<file path="src/rtl/sreg_pkg.sv">
package sreg_pkg;
  localparam int unsigned RW = 8;
  localparam logic [2:0] ADR_MODE  = 3'd0;
  localparam logic [2:0] ADR_RATE  = 3'd1;
  localparam logic [2:0] ADR_CTRL  = 3'd2;
  localparam logic [2:0] ADR_STAT  = 3'd3;
  localparam logic [2:0] ADR_FCTL  = 3'd4;
  localparam logic [2:0] ADR_LSTAT = 3'd5;

  localparam logic [RW-1:0] MODE_MASK  = 8'h7B;
  localparam logic [RW-1:0] CTRL_MASK  = 8'hFA;
  localparam logic [RW-1:0] FCTL_KEEP  = 8'h09;
  localparam logic [RW-1:0] STAT_RESET = 8'h60;
  localparam logic [RW-1:0] TX_CLR_SET = 8'h60;
  localparam logic [RW-1:0] RX_CLR_MSK = 8'h03;

  // control bit positions
  localparam int unsigned C_TIE = 7;
  localparam int unsigned C_RIE = 6;
  localparam int unsigned C_TE  = 5;
  localparam int unsigned C_RE  = 4;
  localparam int unsigned C_EIE = 3;
  localparam int unsigned C_CKE = 1;

  // status bit positions
  localparam int unsigned S_ERR  = 7;
  localparam int unsigned S_TEND = 6;
  localparam int unsigned S_TEMP = 5;
  localparam int unsigned S_BRK  = 4;
  localparam int unsigned S_FER  = 3;
  localparam int unsigned S_PER  = 2;
  localparam int unsigned S_RFUL = 1;
  localparam int unsigned S_RDY  = 0;

  typedef struct packed {
    logic [RW-1:0] mode;
    logic [RW-1:0] rate;
    logic [RW-1:0] ctrl;
    logic [RW-1:0] fctl;
    logic          ovr;
  } cfg_t;
endpackage

</file>
<file path="src/rtl/sreg_cfg.sv">
module sreg_cfg
  import sreg_pkg::*;
(
  input  logic          clk,
  input  logic          rst_n,
  input  logic          wr,
  input  logic [2:0]    addr,
  input  logic [RW-1:0] wdata,
  input  logic          ev_overrun,
  output cfg_t          cfg_q,
  output logic          tx_clr_now,
  output logic          rx_clr_now,
  output logic          restart,
  output logic          tx_fifo_clr,
  output logic          rx_fifo_clr
);
  cfg_t cfg_d;
  logic cfg_en;
  logic wr_mode, wr_rate, wr_ctrl, wr_fctl, wr_lst;

  always_comb begin
    wr_mode = wr && (addr == ADR_MODE);
    wr_rate = wr && (addr == ADR_RATE);
    wr_ctrl = wr && (addr == ADR_CTRL);
    wr_fctl = wr && (addr == ADR_FCTL);
    wr_lst  = wr && (addr == ADR_LSTAT);

    cfg_d      = cfg_q;
    cfg_d.mode = wr_mode ? (wdata & MODE_MASK) : cfg_q.mode;
    cfg_d.rate = wr_rate ? wdata : cfg_q.rate;
    cfg_d.ctrl = wr_ctrl ? (wdata & CTRL_MASK) : cfg_q.ctrl;
    cfg_d.fctl = wr_fctl ? (wdata & FCTL_KEEP) : cfg_q.fctl;
    cfg_d.ovr  = ev_overrun | (cfg_q.ovr & ~(wr_lst & ~wdata[0]));
    cfg_en     = wr | ev_overrun;

    restart    = wr_mode | wr_rate;
    tx_clr_now = wr_fctl & wdata[2];
    rx_clr_now = wr_fctl & wdata[1];
  end

  always_ff @(posedge clk or negedge rst_n) begin
    if (!rst_n) begin
      cfg_q       <= '0;
      tx_fifo_clr <= 1'b0;
      rx_fifo_clr <= 1'b0;
    end else begin
      if (cfg_en) cfg_q <= cfg_d;
      tx_fifo_clr <= tx_clr_now;
      rx_fifo_clr <= rx_clr_now;
    end
  end


  ovr_no_sw_set_chk: assert property (@(posedge clk) disable iff (!rst_n)
    (wr_lst && !ev_overrun) |=> !(cfg_q.ovr && !$past(cfg_q.ovr)));


  clr_pulse_single_chk: assert property (@(posedge clk) disable iff (!rst_n)
    (tx_fifo_clr && !$past(tx_clr_now, 2)) |=> !tx_fifo_clr);
endmodule

</file>
<file path="src/rtl/sreg_status.sv">
module sreg_status
  import sreg_pkg::*;
(
  input  logic          clk,
  input  logic          rst_n,
  input  logic          wr_stat,
  input  logic [RW-1:0] wdata,
  input  logic [RW-1:0] set_vec,
  input  logic          tx_clr_now,
  input  logic          rx_clr_now,
  output logic [RW-1:0] stat_q
);
  logic [RW-1:0] stat_d;
  logic          stat_en;

  always_comb begin
    stat_d = stat_q;
    if (wr_stat) stat_d = stat_d & wdata;
    stat_d = stat_d | set_vec;
    if (tx_clr_now) stat_d = stat_d | TX_CLR_SET;
    if (rx_clr_now) stat_d = stat_d & ~RX_CLR_MSK;
    stat_en = wr_stat | (|set_vec) | tx_clr_now | rx_clr_now;
  end

  always_ff @(posedge clk or negedge rst_n) begin
    if (!rst_n) stat_q <= STAT_RESET;
    else if (stat_en) stat_q <= stat_d;
  end


  stat_no_sw_set_chk: assert property (@(posedge clk) disable iff (!rst_n)
    (wr_stat && (set_vec == '0) && !tx_clr_now) |=> ((stat_q & ~$past(stat_q)) == '0));


  stat_event_wins_chk: assert property (@(posedge clk) disable iff (!rst_n)
    (set_vec[S_RFUL] && !rx_clr_now) |=> stat_q[S_RFUL]);
endmodule

</file>
<file path="src/rtl/sreg_tick.sv">
module sreg_tick #(
  parameter int unsigned OVERSAMPLE = 32,
  parameter int unsigned FRAME_BITS = 10,
  parameter int unsigned RATE_W     = 8
) (
  input  logic              clk,
  input  logic              rst_n,
  input  logic              run,
  input  logic              restart,
  input  logic [1:0]        cks,
  input  logic [RATE_W-1:0] rate,
  output logic              tick
);
  localparam int unsigned C1W = $clog2(OVERSAMPLE * 64);
  localparam int unsigned C3W = $clog2(FRAME_BITS);

  logic [C1W-1:0]    c1_q, c1_d, c1_top;
  logic [RATE_W-1:0] c2_q, c2_d;
  logic [C3W-1:0]    c3_q, c3_d;
  logic [C1W:0]      div1;
  logic              l1, l2, l3, cnt_en;

  always_comb begin
    div1   = (C1W+1)'(OVERSAMPLE) << {cks, 1'b0};
    c1_top = C1W'(div1 - 1'b1);
    l1     = (c1_q == c1_top);
    l2     = (c2_q == rate);
    l3     = (c3_q == C3W'(FRAME_BITS - 1));
    tick   = run & l1 & l2 & l3;
    cnt_en = 1'b1;
    c1_d = c1_q; c2_d = c2_q; c3_d = c3_q;
    if (restart || !run) begin
      c1_d = '0; c2_d = '0; c3_d = '0;
    end else begin
      c1_d = l1 ? '0 : c1_q + 1'b1;
      if (l1) c2_d = l2 ? '0 : c2_q + 1'b1;
      if (l1 && l2) c3_d = l3 ? '0 : c3_q + 1'b1;
    end
  end

  always_ff @(posedge clk or negedge rst_n) begin
    if (!rst_n) begin
      c1_q <= '0; c2_q <= '0; c3_q <= '0;
    end else if (cnt_en) begin
      c1_q <= c1_d; c2_q <= c2_d; c3_q <= c3_d;
    end
  end


  tick_single_chk: assert property (@(posedge clk) disable iff (!rst_n)
    tick |=> !tick);


  tick_idle_chk: assert property (@(posedge clk) disable iff (!rst_n)
    (!run || restart) |=> (c1_q == '0));
endmodule

</file>
<file path="src/rtl/serial_ctrl_regs.sv">
module serial_ctrl_regs
  import sreg_pkg::*;
#(
  parameter int unsigned OVERSAMPLE = 32,
  parameter int unsigned FRAME_BITS = 10
) (
  input  logic       clk,
  input  logic       rst_n,
  input  logic       reg_wr,
  input  logic [2:0] reg_addr,
  input  logic [7:0] reg_wdata,
  output logic [7:0] reg_rdata,
  input  logic       ev_rx_ready,
  input  logic       ev_rx_full,
  input  logic       ev_parity_err,
  input  logic       ev_frame_err,
  input  logic       ev_break,
  input  logic       ev_tx_empty,
  input  logic       ev_tx_end,
  input  logic       ev_overrun,
  output logic       tx_fifo_clr,
  output logic       rx_fifo_clr,
  output logic       tx_en,
  output logic       rx_en,
  output logic       ext_clk_en,
  output logic       modem_ctl_en,
  output logic [3:0] frame_fmt,
  output logic       frame_tick,
  input  logic       tx_ser_in,
  input  logic       ext_rx_in,
  output logic       line_tx_out,
  output logic       rx_ser_out,
  output logic       irq_tx,
  output logic       irq_rx,
  output logic       irq_err,
  output logic       irq_brk
);
  cfg_t          cfg;
  logic [RW-1:0] stat, set_vec;
  logic          tx_clr_now, rx_clr_now, restart, err_en, loop;

  sreg_cfg u_cfg (
    .clk(clk), .rst_n(rst_n), .wr(reg_wr), .addr(reg_addr), .wdata(reg_wdata),
    .ev_overrun(ev_overrun), .cfg_q(cfg), .tx_clr_now(tx_clr_now),
    .rx_clr_now(rx_clr_now), .restart(restart),
    .tx_fifo_clr(tx_fifo_clr), .rx_fifo_clr(rx_fifo_clr)
  );

  always_comb begin
    set_vec         = '0;
    set_vec[S_RDY]  = ev_rx_ready;
    set_vec[S_RFUL] = ev_rx_full;
    set_vec[S_PER]  = ev_parity_err;
    set_vec[S_FER]  = ev_frame_err;
    set_vec[S_BRK]  = ev_break;
    set_vec[S_TEMP] = ev_tx_empty;
    set_vec[S_TEND] = ev_tx_end;
    set_vec[S_ERR]  = ev_parity_err | ev_frame_err;
  end

  sreg_status u_stat (
    .clk(clk), .rst_n(rst_n), .wr_stat(reg_wr && (reg_addr == ADR_STAT)),
    .wdata(reg_wdata), .set_vec(set_vec), .tx_clr_now(tx_clr_now),
    .rx_clr_now(rx_clr_now), .stat_q(stat)
  );

  sreg_tick #(.OVERSAMPLE(OVERSAMPLE), .FRAME_BITS(FRAME_BITS), .RATE_W(RW)) u_tick (
    .clk(clk), .rst_n(rst_n), .run(tx_en | rx_en), .restart(restart),
    .cks(cfg.mode[1:0]), .rate(cfg.rate), .tick(frame_tick)
  );

  always_comb begin
    tx_en        = cfg.ctrl[C_TE];
    rx_en        = cfg.ctrl[C_RE];
    ext_clk_en   = cfg.ctrl[C_CKE];
    modem_ctl_en = cfg.fctl[3];
    loop         = cfg.fctl[0];
    frame_fmt    = cfg.mode[6:3];
    line_tx_out  = loop ? 1'b1 : tx_ser_in;
    rx_ser_out   = loop ? tx_ser_in : ext_rx_in;
    err_en       = cfg.ctrl[C_RIE] | cfg.ctrl[C_EIE];
    irq_tx       = cfg.ctrl[C_TIE] & stat[S_TEMP];
    irq_rx       = cfg.ctrl[C_RIE] & (stat[S_RFUL] | stat[S_RDY]);
    irq_err      = err_en & (stat[S_ERR] | cfg.ovr);
    irq_brk      = err_en & stat[S_BRK];
    case (reg_addr)
      ADR_MODE:  reg_rdata = cfg.mode;
      ADR_RATE:  reg_rdata = cfg.rate;
      ADR_CTRL:  reg_rdata = cfg.ctrl;
      ADR_STAT:  reg_rdata = stat;
      ADR_FCTL:  reg_rdata = cfg.fctl;
      ADR_LSTAT: reg_rdata = {7'd0, cfg.ovr};
      default:   reg_rdata = '0;
    endcase
  end


  tx_withdraw_chk: assert property (@(posedge clk) disable iff (!rst_n)
    (reg_wr && (reg_addr == ADR_CTRL) && !reg_wdata[7]) |=> !irq_tx);


  err_withdraw_chk: assert property (@(posedge clk) disable iff (!rst_n)
    (reg_wr && (reg_addr == ADR_CTRL) && !reg_wdata[6] && !reg_wdata[3])
      |=> (!irq_err && !irq_brk));


  loop_idle_line_chk: assert property (@(posedge clk) disable iff (!rst_n)
    (reg_wr && (reg_addr == ADR_FCTL) && reg_wdata[0]) |=> line_tx_out);
endmodule

</file>
<file path="config.mk">
export PLATFORM = sky130hd
export DESIGN_NAME = serial_ctrl_regs
export DESIGN_NICKNAME = d
export VERILOG_FILES = /design/src/rtl/sreg_pkg.sv /design/src/rtl/sreg_cfg.sv /design/src/rtl/sreg_status.sv /design/src/rtl/sreg_tick.sv /design/src/rtl/serial_ctrl_regs.sv
export SDC_FILE = /design/constraint.sdc
export NUM_CORES = 1
export LEC_CHECK = 0
export BUFFER_PORTS_ARGS = -buffer_cell sky130_fd_sc_hd__buf_2
export CORE_MARGIN = 5
export CORE_UTILIZATION = 55
export DETAILED_ROUTE_END_ITERATION = 8
export PLACE_DENSITY = 0.78
export SLEW_MARGIN = 25
export SYNTH_ARGS = -nofsm -noshare
export SYNTH_HDL_FRONTEND = slang
export SYNTH_SLANG_ARGS = --single-unit
export TNS_END_PERCENT = 1
</file>
<file path="constraint.sdc">
create_clock -name clk -period 2.5 [get_ports clk]
set_input_delay 0.5 -clock clk [delete_from_list [all_inputs] [get_ports clk]]
set_output_delay 0.5 -clock clk [all_outputs]
set_load 0.02 [all_outputs]
</file>
; ---- Word level (Yosys, flattened, before mapping)
; Cells that the tools add are included.
[totals]
register_bits = 56
input_bits = 24
wordCells = 81
[classes]
add_sub_neg = 4
n_eq_ne = 8
shifts = 1
mux = 14
n_bitwise = 26
n_reduce_logical = 17
[ops]
columns = cell, count
row1 = case mux 8 bit (6 select lines), 1
row2 = two-way mux 8 bit, 4
row3 = two-way mux 11 bit, 2
row4 = two-way mux 4 bit, 3
row5 = adder 11 x 1 -> 11 bit (second input constant), 1
row6 = bitwise AND 1 bit, 11
row7 = equality test 11 bit, 1
row8 = OR 1 bit, 11
row9 = << shifter 6 x 3 -> 11 bit (first input constant), 1
row10 = subtractor 11 x 1 -> 11 bit (second input constant), 1
row11 = adder 8 x 1 -> 8 bit (second input constant), 1
row12 = bitwise AND 8 bit, 1
row13 = equality test 8 bit, 1
row14 = OR 8 bit, 1
row15 = AND reduction 2 bit, 4
row16 = OR reduction 8 bit, 1
row17 = logical AND 1 bit, 7
row18 = two-way mux 7 bit, 1
row19 = equality test 3 x 2 -> 1 bit (second input constant), 2
row20 = equality test 3 bit (second input constant), 2
row21 = adder 4 x 1 -> 4 bit (second input constant), 1
row22 = equality test 4 bit (second input constant), 1
row23 = nonzero test 2 bit, 2
row24 = equality test 3 x 1 -> 1 bit (second input constant), 1
row25 = other kinds (6), 8

; ---- Longest topological paths before layout
; Gate-level depths: netlist (run 1).
[logic_depth]
word_depth = 6
mapped_depth = 7

; ---- Hierarchy
; Synthesis (run 1) repeated with hierarchy kept, for this count alone.
[unflattened]
cells_unflattened = 308
hier_area_um2 = 3280.6
[modules_own_cells]
columns = mod, instances, cells_each, area_each_um2, seq_area_each_um2
row1 = sreg_tick, 1, 146, 1365.1, 575.6
row2 = sreg_cfg, 1, 71, 1083.5, 625.6
row3 = serial_ctrl_regs, 1, 65, 501.7, 0.0
row4 = sreg_status, 1, 26, 330.3, 202.7

; ---- Least setup slack after synthesis (run 1)
; OpenSTA, ideal clock, no wires.
[synth_timing]
kind = reg-to-output
from = register u_tick.c2_q[2]
to = output frame_tick
arrival_ns = 2.281
required_time_ns = 2.000
setup_slack_ns = -0.281
path_stages_with_launch = 6
path_buffers = 1
path_cell_list = dfrtp_1 -> xor2_1 -> nor4_1 -> nand2_1 -> clkbuf_1 -> nor4_1
[synth_between]
elab_chain_len = 3
[synth_lines]
columns = item, line
row1 = from (decl), sreg_tick.sv:18  ; logic [RATE_W-1:0] c2_q, c2_d;
row2 = from (signal assigned), sreg_tick.sv:43  ; c1_q <= '0; c2_q <= '0; c3_q <= '0;
row3 = from (signal assigned), sreg_tick.sv:45  ; c1_q <= c1_d; c2_q <= c2_d; c3_q <= c3_d;
row4 = equality test 8 bit, sreg_tick.sv:27  ; l2 = (c2_q == rate);
row5 = bitwise AND 1 bit (2 in a row), sreg_tick.sv:29  ; tick = run & l1 & l2 & l3;
row6 = to (decl), serial_ctrl_regs.sv:28  ; output logic frame_tick,
; No other way between the ends.

; ---- Worst setup path in the final report (run 1)
[layout_timing]
from = register u_tick.c1_q[8]
to = output frame_tick
[layout_between]
elab_chain_len = 4
[layout_lines]
columns = item, line
row1 = from (decl), sreg_tick.sv:17  ; logic [C1W-1:0] c1_q, c1_d, c1_top;
row2 = from (signal assigned), sreg_tick.sv:43
row3 = from (signal assigned), sreg_tick.sv:45
row4 = equality test 11 bit, sreg_tick.sv:26  ; l1 = (c1_q == c1_top);
row5 = bitwise AND 1 bit (3 in a row), sreg_tick.sv:29
; No other way between the ends.

==> out/metrics.sh, run 1 <==
FINALHOLDWORSTSLACK_NS=0.2924
SETUP_VIOL=0
FINALHOLDVIOLCOUNT=0
PREVAILING_POST_SYNTH_REGISTER_CELL='sky130_fd_sc_hd__dfrtp_1'
GLOBALROUTE.TOTALOVERFLOW=0
CRIT_PATH_END_KIND='output pin'
PLACE.DETAILED.HPWL_UM=4996
SHARE_COMB_OF_TOTAL_POWER_PCT=25.2
FINALNETCOUNT=363
WORST-PATH-MAX-FANOUT=2
WORST-SLEW-PIN-TRANSITION_NS=0.7038
SYNTH.NET_COUNT=307
RSZ0062_AT_GRT='true'
SETUP.WORST_PATH.START='u_tick.c1_q[8]'
WORSTSETUPSTARTPOINTTYPE='flip-flop'
SYNTHDOMINANTCELLAREASHARE_PCT=45.55
DRIVE_ABOVE_1_SHARE_PCT=33.04
INITIALDRTVIOLATIONCOUNT=162
SYNTH_AREA_LEADERS='sky130_fd_sc_hd__dfrtp_1 46%, sky130_fd_sc_hd__mux2_2 9.1%, sky130_fd_sc_hd__xor2_1 4.4%'
ROUTE.DETAILED.VIAS_PER_INST=5.768
FINAL.FILL_COUNT=394
P_LEAK_nW=1.540
CORE_FOOTPRINT_UM2=5172
DRC=0
POST_DRT_WL_PER_CELL_UM=17.09
MAX_SLEW_MARGIN_PCT=53.08
INITIAL_UTILIZATION_PCT=57.35
SEQPWRFRAC_PCT=50.7
FAMILY_OF_CELLS_WITH_THE_GREATEST_SUMMED_DELAY_ON_THE_CRITICAL_PATH='simple AND/OR/NAND/NOR gates'
POWER-PER-CELL-AREA_nW_PER_UM2=639.2
FINAL_COMMON_CELL='sky130_fd_sc_hd__dfrtp_1'
FIRST_PASS_GRT_WIRE_LENGTH_UM=11960
NUMBER_OF_SLEW_LIMIT_VIOLATIONS_IN_THE_FINAL_REPORT=0
GR-USAGE-ALL-LAYERS_PCT=20.93
SLOWEST_DELAY_NS=0.55
POST-ROUTE-PERIOD-UTIL_PCT=97.45
DETAILEDROUTE.FIRSTPASSITERATIONCOUNT=4
SYNTH.YOSYS.SEQ_AREA_SHARE_PCT=47.32
MEAN_INSTANCE_SIZE_IN_THE_SYNTHESIZED_NETLIST_UM2=10.63
SYN_INST=279
VIAS=2342
CRIT_PATH_TOP_DELAY_CELL='sky130_fd_sc_hd__or4_4'
SHARE_CLK_OF_TOTAL_POWER_PCT=24.1
INSTANCES_NO_FILL=406
CTS_HTREE_LEVELS=2
DRTANTENNAVIOLNETS=0
CTS.PATH.MAX_BUFFERS=2
LARGEST_AREA_CONTRIBUTOR_IN_THE_SYNTHESIZED_NETLIST='sky130_fd_sc_hd__dfrtp_1'
MAX_FREQ_MHz=410.5
DIE_HEIGHT_UM=83.44
DIE_AREA_UM2=6962
WORSTPATHCELLLIST='or4_4 > a211oi_4 > nor2_2 > nor4_4 > buf_4'
GRT_MAX_DEGREE=57
DRT-TOTAL-WL_UM=6938
HOLD_CLASS='input pin to async pin'
CLOCK_TREE_FROM_TRITONCTS='yes'
SWITCHING_SHARE_OF_POWER_PCT=32.56
MAX_CAP_VIOLATIONS=0
NUMPORTBUFFERS=48
TOTAL_POWER_mW=2.216
TIMING.SETUP.CRITICAL_PATH_CLASS='flip-flop to output pin'
SYNTH-ASYNC-RESET-RATIO_PCT=100.0
PLACED_CELLS=396
CP_NUM_BUF_INV=1
FLOORPLAN.DIE.WIDTH_UM=83.44
CTS_MADE_BUFFERS=5
POWER.SWITCHING_uW=721.5
POSTSYNTHREGISTERBITS=56
ROW_COUNT=26
SYNTH_ENABLE_FLOP_CELLS=0
ANTENNA_FOUND_INITIAL=0
DATA_ARRIVAL_AT_THE_ENDPOINT_OF_THE_CRITICAL_PATH_NS=1.94
SYNTH_CELL_TYPES=51
IO_PINS=49
FINALSETUPTNS_NS=0
WORST_CLOCK_SKEW_NS=0.007774
REQUIRED_TIME_REPORTED_FOR_THE_CRITICAL_PATH_ENDPOINT_NS=2.00
STATUS='finished, final reports clean'
PERIOD_NEEDED_NS=2.436
SYNTHESIS.YOSYS.WARNINGS=0
NETLIST_AREA_UM2=2967
ANTENNA_DIODE_INSTANCE_COUNT=0
LAYOUT.CELLS.MOST_COMMON_LIST='53 x sky130_fd_sc_hd__dfrtp_1, 47 x sky130_fd_sc_hd__buf_2, 24 x sky130_fd_sc_hd__mux2_2, 22 x sky130_fd_sc_hd__nor2_1'
GRT_PASS1_VIAS=2452
FRACTION_OF_THE_CORE_AREA_COVERED_BY_CELLS_AT_THE_END_OF_THE_FLOW_PCT=67.03
CTS_SINK_CNT=56
REGTOREGSTARTPOINT='u_tick.c1_q[8]'
VDD.IR_DROP.WORST_mV=0.3447
RELATIVE_AREA_CHANGE_FROM_SYNTHESIS_TO_FINAL_LAYOUT_PCT=16.87
CTS.ROOT.BUFFER_CELL='sky130_fd_sc_hd__clkbuf_8'
CTS.CLK_SLEW.WORST_PATHS_NS=0.10
CLKLATENCYLATEPIN_NS=0.31
HOLD_BUFS_AT_CTS=0
CELL_INT_POWER_mW=1.495
GP_ROUTABILITY_CONGESTION=0.8344
==> metrics by stage <==
| stage | setup WS (ns) | cell area [um^2] |
|---|---|---|
| after global placement | 0.2740 | 3328 |
| final | 0.06386 | 3467 |
| after global routing | -0.05761 | 3467 |
| after detailed placement | 0.1996 | 3328 |
| after floorplan | 0.1262 | 2985 |
| after CTS | 0.04984 | 3435 |
==> repair_timing <==
item | in CTS | in global routing
setup buffers | 1 | 1
gates resized for setup | 2 | 7
pin swaps | 2 | 4
endpoints found under the setup margin | 1 | 5
==> metal layers <==
layer	routed length [um]	track usage, %	up-vias
li1	-	-	1126
met1	3083	27.95	1142
met2	3414	33.82	62
met3	328	4.455	12
met4	112	7.310	0
met5	0	0	-
==> synthesized netlist by cell type, drive strengths merged (6+ instances only) <==
master,count
dfrtp,54
nor2b,6
nand2,19
xor2,15
a21oi,16
o21ai,21
nand3,11
nor2,23
clkbuf,7
mux2,24
==> worst paths after layout <==
| path | to | slack (ns) | cells past startpoint |
|---|---|---|---|
| worst max-delay path | frame_tick | 0.06 | 5 |
| worst min-delay path | u_tick.c1_q[0] | 0.29 | 2 |
| worst max register to register | u_tick.c3_q[1] | 0.12 | 6 |
| worst min register to register | u_stat.stat_q[6] | 0.48 | 2 |
| max in group asynchronous | u_cfg.cfg_q[25] | 1.68 | 2 |
| min in group clk | u_cfg.cfg_q[0] | 0.38 | 2 |
==> logic make-up (layout without fill, tap and decap cells) <==
kind of cell / after synthesis / count (layout) / share of synthesized area (%)
AO/OA/AOI/OAI: 59 / 59 / 12.86
XOR/XNOR: 17 / 17 / 5.019
adder cells (fa/ha/maj): 4 / 4 / 1.687
buffers and inverters: 16 / 73 / 2.784
flip-flops: 56 / 56 / 47.32
multiplexers: 30 / 30 / 13.24
AND/OR/NAND/NOR: 97 / 97 / 17.08
==> power groups by stage <==
stage / Clock [mW] / Sequential, mW / Combinational (mW)
global placement: 0 / 1.13 / 0.532
finish: 0.533 / 1.12 / 0.559
CTS: 0.546 / 1.12 / 0.555
floorplan: 0 / 1.12 / 0.363
detailed placement: 0 / 1.14 / 0.546
global route: 0.588 / 1.14 / 0.611
==> registers in the layout, summed over array words and instances, names as in the netlist <==
register / flops
u_cfg.cfg_q: 23
u_tick.c1_q: 11
u_stat.stat_q: 8
u_tick.c2_q: 8
u_tick.c3_q: 4
u_cfg.rx_fifo_clr: 1
u_cfg.tx_fifo_clr: 1
==> cell type report <==
type                            count  area, um^2  area share (%)
Timing Repair Buffer               61       340.3           9.816
Clock inverter                      2       13.76          0.3970
Tap cell                           70       87.58           2.526
Multi-Input combinational cell    207        1523           43.92
Sequential cell                    56        1405           40.53
Inverter                            4       15.01          0.4331
Clock buffer                        6       82.58           2.382
Power figures use the tool's default switching activity.
==> inputs of run 2 (changes only) <==
--- a/config.mk
+++ b/config.mk
@@ -5,11 +5,11 @@
 export SDC_FILE = /design/constraint.sdc
 export NUM_CORES = 1
 export LEC_CHECK = 0
-export BUFFER_PORTS_ARGS = -buffer_cell sky130_fd_sc_hd__buf_2
 export CORE_MARGIN = 5
 export CORE_UTILIZATION = 55
 export DETAILED_ROUTE_END_ITERATION = 8
-export PLACE_DENSITY = 0.78
+export DONT_BUFFER_PORTS = 1
+export PLACE_DENSITY = 0.7
 export SLEW_MARGIN = 25
 export SYNTH_ARGS = -nofsm -noshare
 export SYNTH_HDL_FRONTEND = slang
==> out/metrics.sh, run 2 (synthesis results as in run 1) <==
CRIT_PATH_END_KIND='output pin'
FINAL_COMMON_CELL='sky130_fd_sc_hd__dfrtp_1'
DIE_AREA_UM2=6962
MAX_FREQ_MHz=408.8
FINALNETCOUNT=319
GP_ROUTABILITY_CONGESTION=0.7776
CP_NUM_BUF_INV=1
VDD.IR_DROP.WORST_mV=0.3670
DRC=0
MAX_SLEW_MARGIN_PCT=63.22
CTS.CLK_SLEW.WORST_PATHS_NS=0.11
CTS.ROOT.BUFFER_CELL='sky130_fd_sc_hd__clkbuf_8'
POST-ROUTE-PERIOD-UTIL_PCT=97.84
DRT-TOTAL-WL_UM=6915
ANTENNA_DIODE_INSTANCE_COUNT=0
CTS_SINK_CNT=56
WORST-SLEW-PIN-TRANSITION_NS=0.5506
FIRST_PASS_GRT_WIRE_LENGTH_UM=11450
CORE_FOOTPRINT_UM2=5172
PERIOD_NEEDED_NS=2.446
SETUP_VIOL=0
SLOWEST_DELAY_NS=0.54
SEQ_AREA_UM2=1404
TOP_REGS='u_cfg.cfg_q: 23 flops, u_tick.c1_q: 11 flops'
MULTIINPUTGATEAREA_UM2=1513
HOLD_CLASS='input pin to async pin'
DRTANTENNAVIOLNETS=0
SETUP_SLACK_OF_THE_CRITICAL_PATH_AFTER_LAYOUT_NS=0.05389
DIE_HEIGHT_UM=83.44
FINALHOLDVIOLCOUNT=0
HIGHEST_LAYER='met4'
POST_DRT_WL_PER_CELL_UM=19.10
VIAS=2166
LARGEST-REGISTER='u_cfg.cfg_q'
WORST-PATH-MAX-FANOUT=3
GLOBALROUTE.TOTALOVERFLOW=0
DETAILROUTE.WIRELENGTH.MET2_UM=3314
DETAILEDROUTE.FIRSTPASSITERATIONCOUNT=4
WL_MET3_UM=608
CRIT_PATH_TOP_DELAY_CELL='sky130_fd_sc_hd__or4_4'
FINALHOLDWORSTSLACK_NS=0.02979
STATUS='finished, final reports clean'
WORSTPATHCELLLIST='or4_4 > a211oi_4 > nor2_2 > nor4_2 > buf_4'
LARGEST_REGISTER_FFS=23
DP_SLACK_NS=0.2698
NUMBER_OF_SLEW_LIMIT_VIOLATIONS_IN_THE_FINAL_REPORT=0
RELATIVE_AREA_CHANGE_FROM_SYNTHESIS_TO_FINAL_LAYOUT_PCT=9.701
P_LEAK_nW=1.347
WORSTSETUPSTARTPOINTTYPE='flip-flop'
PLACED_CELLS=349
DRIVE_ABOVE_1_SHARE_PCT=21.23
GRT_PASS1_VIAS=2201
CLOCK_TREE_FROM_TRITONCTS='yes'
WORST_CLOCK_SKEW_NS=0.01156
TIMING.SETUP.CRITICAL_PATH_CLASS='flip-flop to output pin'
IO_PINS=49
LAYOUT.CELLS.MOST_COMMON_LIST='54 x sky130_fd_sc_hd__dfrtp_1, 24 x sky130_fd_sc_hd__mux2_2, 22 x sky130_fd_sc_hd__nor2_1, 20 x sky130_fd_sc_hd__o21ai_0, 19 x sky130_fd_sc_hd__nand2_1'
GRT_MAX_DEGREE=55
GR-USAGE-ALL-LAYERS_PCT=20.21
FLOORPLAN.DIE.WIDTH_UM=83.44
ROW_COUNT=26
INSTANCES_NO_FILL=362
INITIAL_UTILIZATION_PCT=57.35
DATA_ARRIVAL_AT_THE_ENDPOINT_OF_THE_CRITICAL_PATH_NS=1.95
REQUIRED_TIME_REPORTED_FOR_THE_CRITICAL_PATH_ENDPOINT_NS=2.00
INITIALDRTVIOLATIONCOUNT=142
ANTENNA_FOUND_INITIAL=0
MET1_LENGTH_UM=2914
CTS_MADE_BUFFERS=5
POWER-PER-CELL-AREA_nW_PER_UM2=648.2
CTS_HTREE_LEVELS=2
CELL_DEPTH_OF_THE_WORST_SETUP_PATH=5
CLKLATENCYLATEPIN_NS=0.31
FRACTION_OF_THE_CORE_AREA_COVERED_BY_CELLS_AT_THE_END_OF_THE_FLOW_PCT=62.92
PLACE.DETAILED.HPWL_UM=4808
FINAL.FILL_COUNT=440
ROUTE.DETAILED.VIAS_PER_INST=5.983
CTS.PATH.MAX_BUFFERS=2
TOTAL_POWER_mW=2.109
R2R.WORST_PATH.CELLS=6
NUMPORTBUFFERS=0
FAMILY_OF_CELLS_WITH_THE_GREATEST_SUMMED_DELAY_ON_THE_CRITICAL_PATH='simple AND/OR/NAND/NOR gates'
MAX_CAP_VIOLATIONS=0
[run 2: where the power goes]
group | total, mW | leakage (nW) | internal, mW | switching (mW)
clock | 0.500 | 0.0428 | 0.203 | 0.297
sequential | 1.16 | 0.694 | 1.01 | 0.148
combinational | 0.454 | 0.610 | 0.220 | 0.234
[run 2: per-layer routing]
layer | GRT usage [%] | vias to the layer above
met1 | 27.60 | 1062
met2 | 31.63 | 64
met5 | 0 | -
met4 | 5.263 | 0
li1 | - | 1034
met3 | 5.842 | 6
[run 2: final timing paths]
| kind | end | slack (ns) | startpoint |
|---|---|---|---|
| min in group clk | u_cfg.cfg_q[0] | 0.28 | ev_overrun |
| worst max-delay path | frame_tick | 0.05 | u_tick.c1_q[8] |
| max in group asynchronous | u_stat.stat_q[5] | 1.78 | rst_n |
| worst max register to register | u_tick.c2_q[6] | 0.19 | u_tick.c1_q[8] |
| worst min-delay path | u_tick.c1_q[2] | 0.03 | rst_n |
| worst min register to register | u_stat.stat_q[6] | 0.49 | u_stat.stat_q[6] |
[run 2: layout make-up]
type / count / share of cell area [%]
clock buffer: 7 / 2.345
clock inverter: 1 / 0.2691
inverter: 4 / 0.4614
multi-input combinational: 207 / 46.48
sequential: 56 / 43.14
tap: 70 / 2.691
timing repair buffer: 17 / 4.614
[run 2: per-stage QoR]
step | instance area (um^2) | TNS [ns]
2_1_floorplan | 2985 | 0
3_3_place_gp | 3095 | 0
3_5_place_dp | 3095 | 0
4_1_cts | 3216 | 0
5_1_grt | 3254 | -0.01573
6_report | 3254 | 0
[run 2: repair_timing]
item | 4_1_cts | 5_1_grt
endpoints found under the setup margin | 1 | 2
hold buffers | 1 | 1
pin swaps | 1 | 2
buffers inserted | 1 | 2
endpoints found under the hold margin | 54 | 2
gates cloned | 0 | 0
resized for setup | 0 | 4
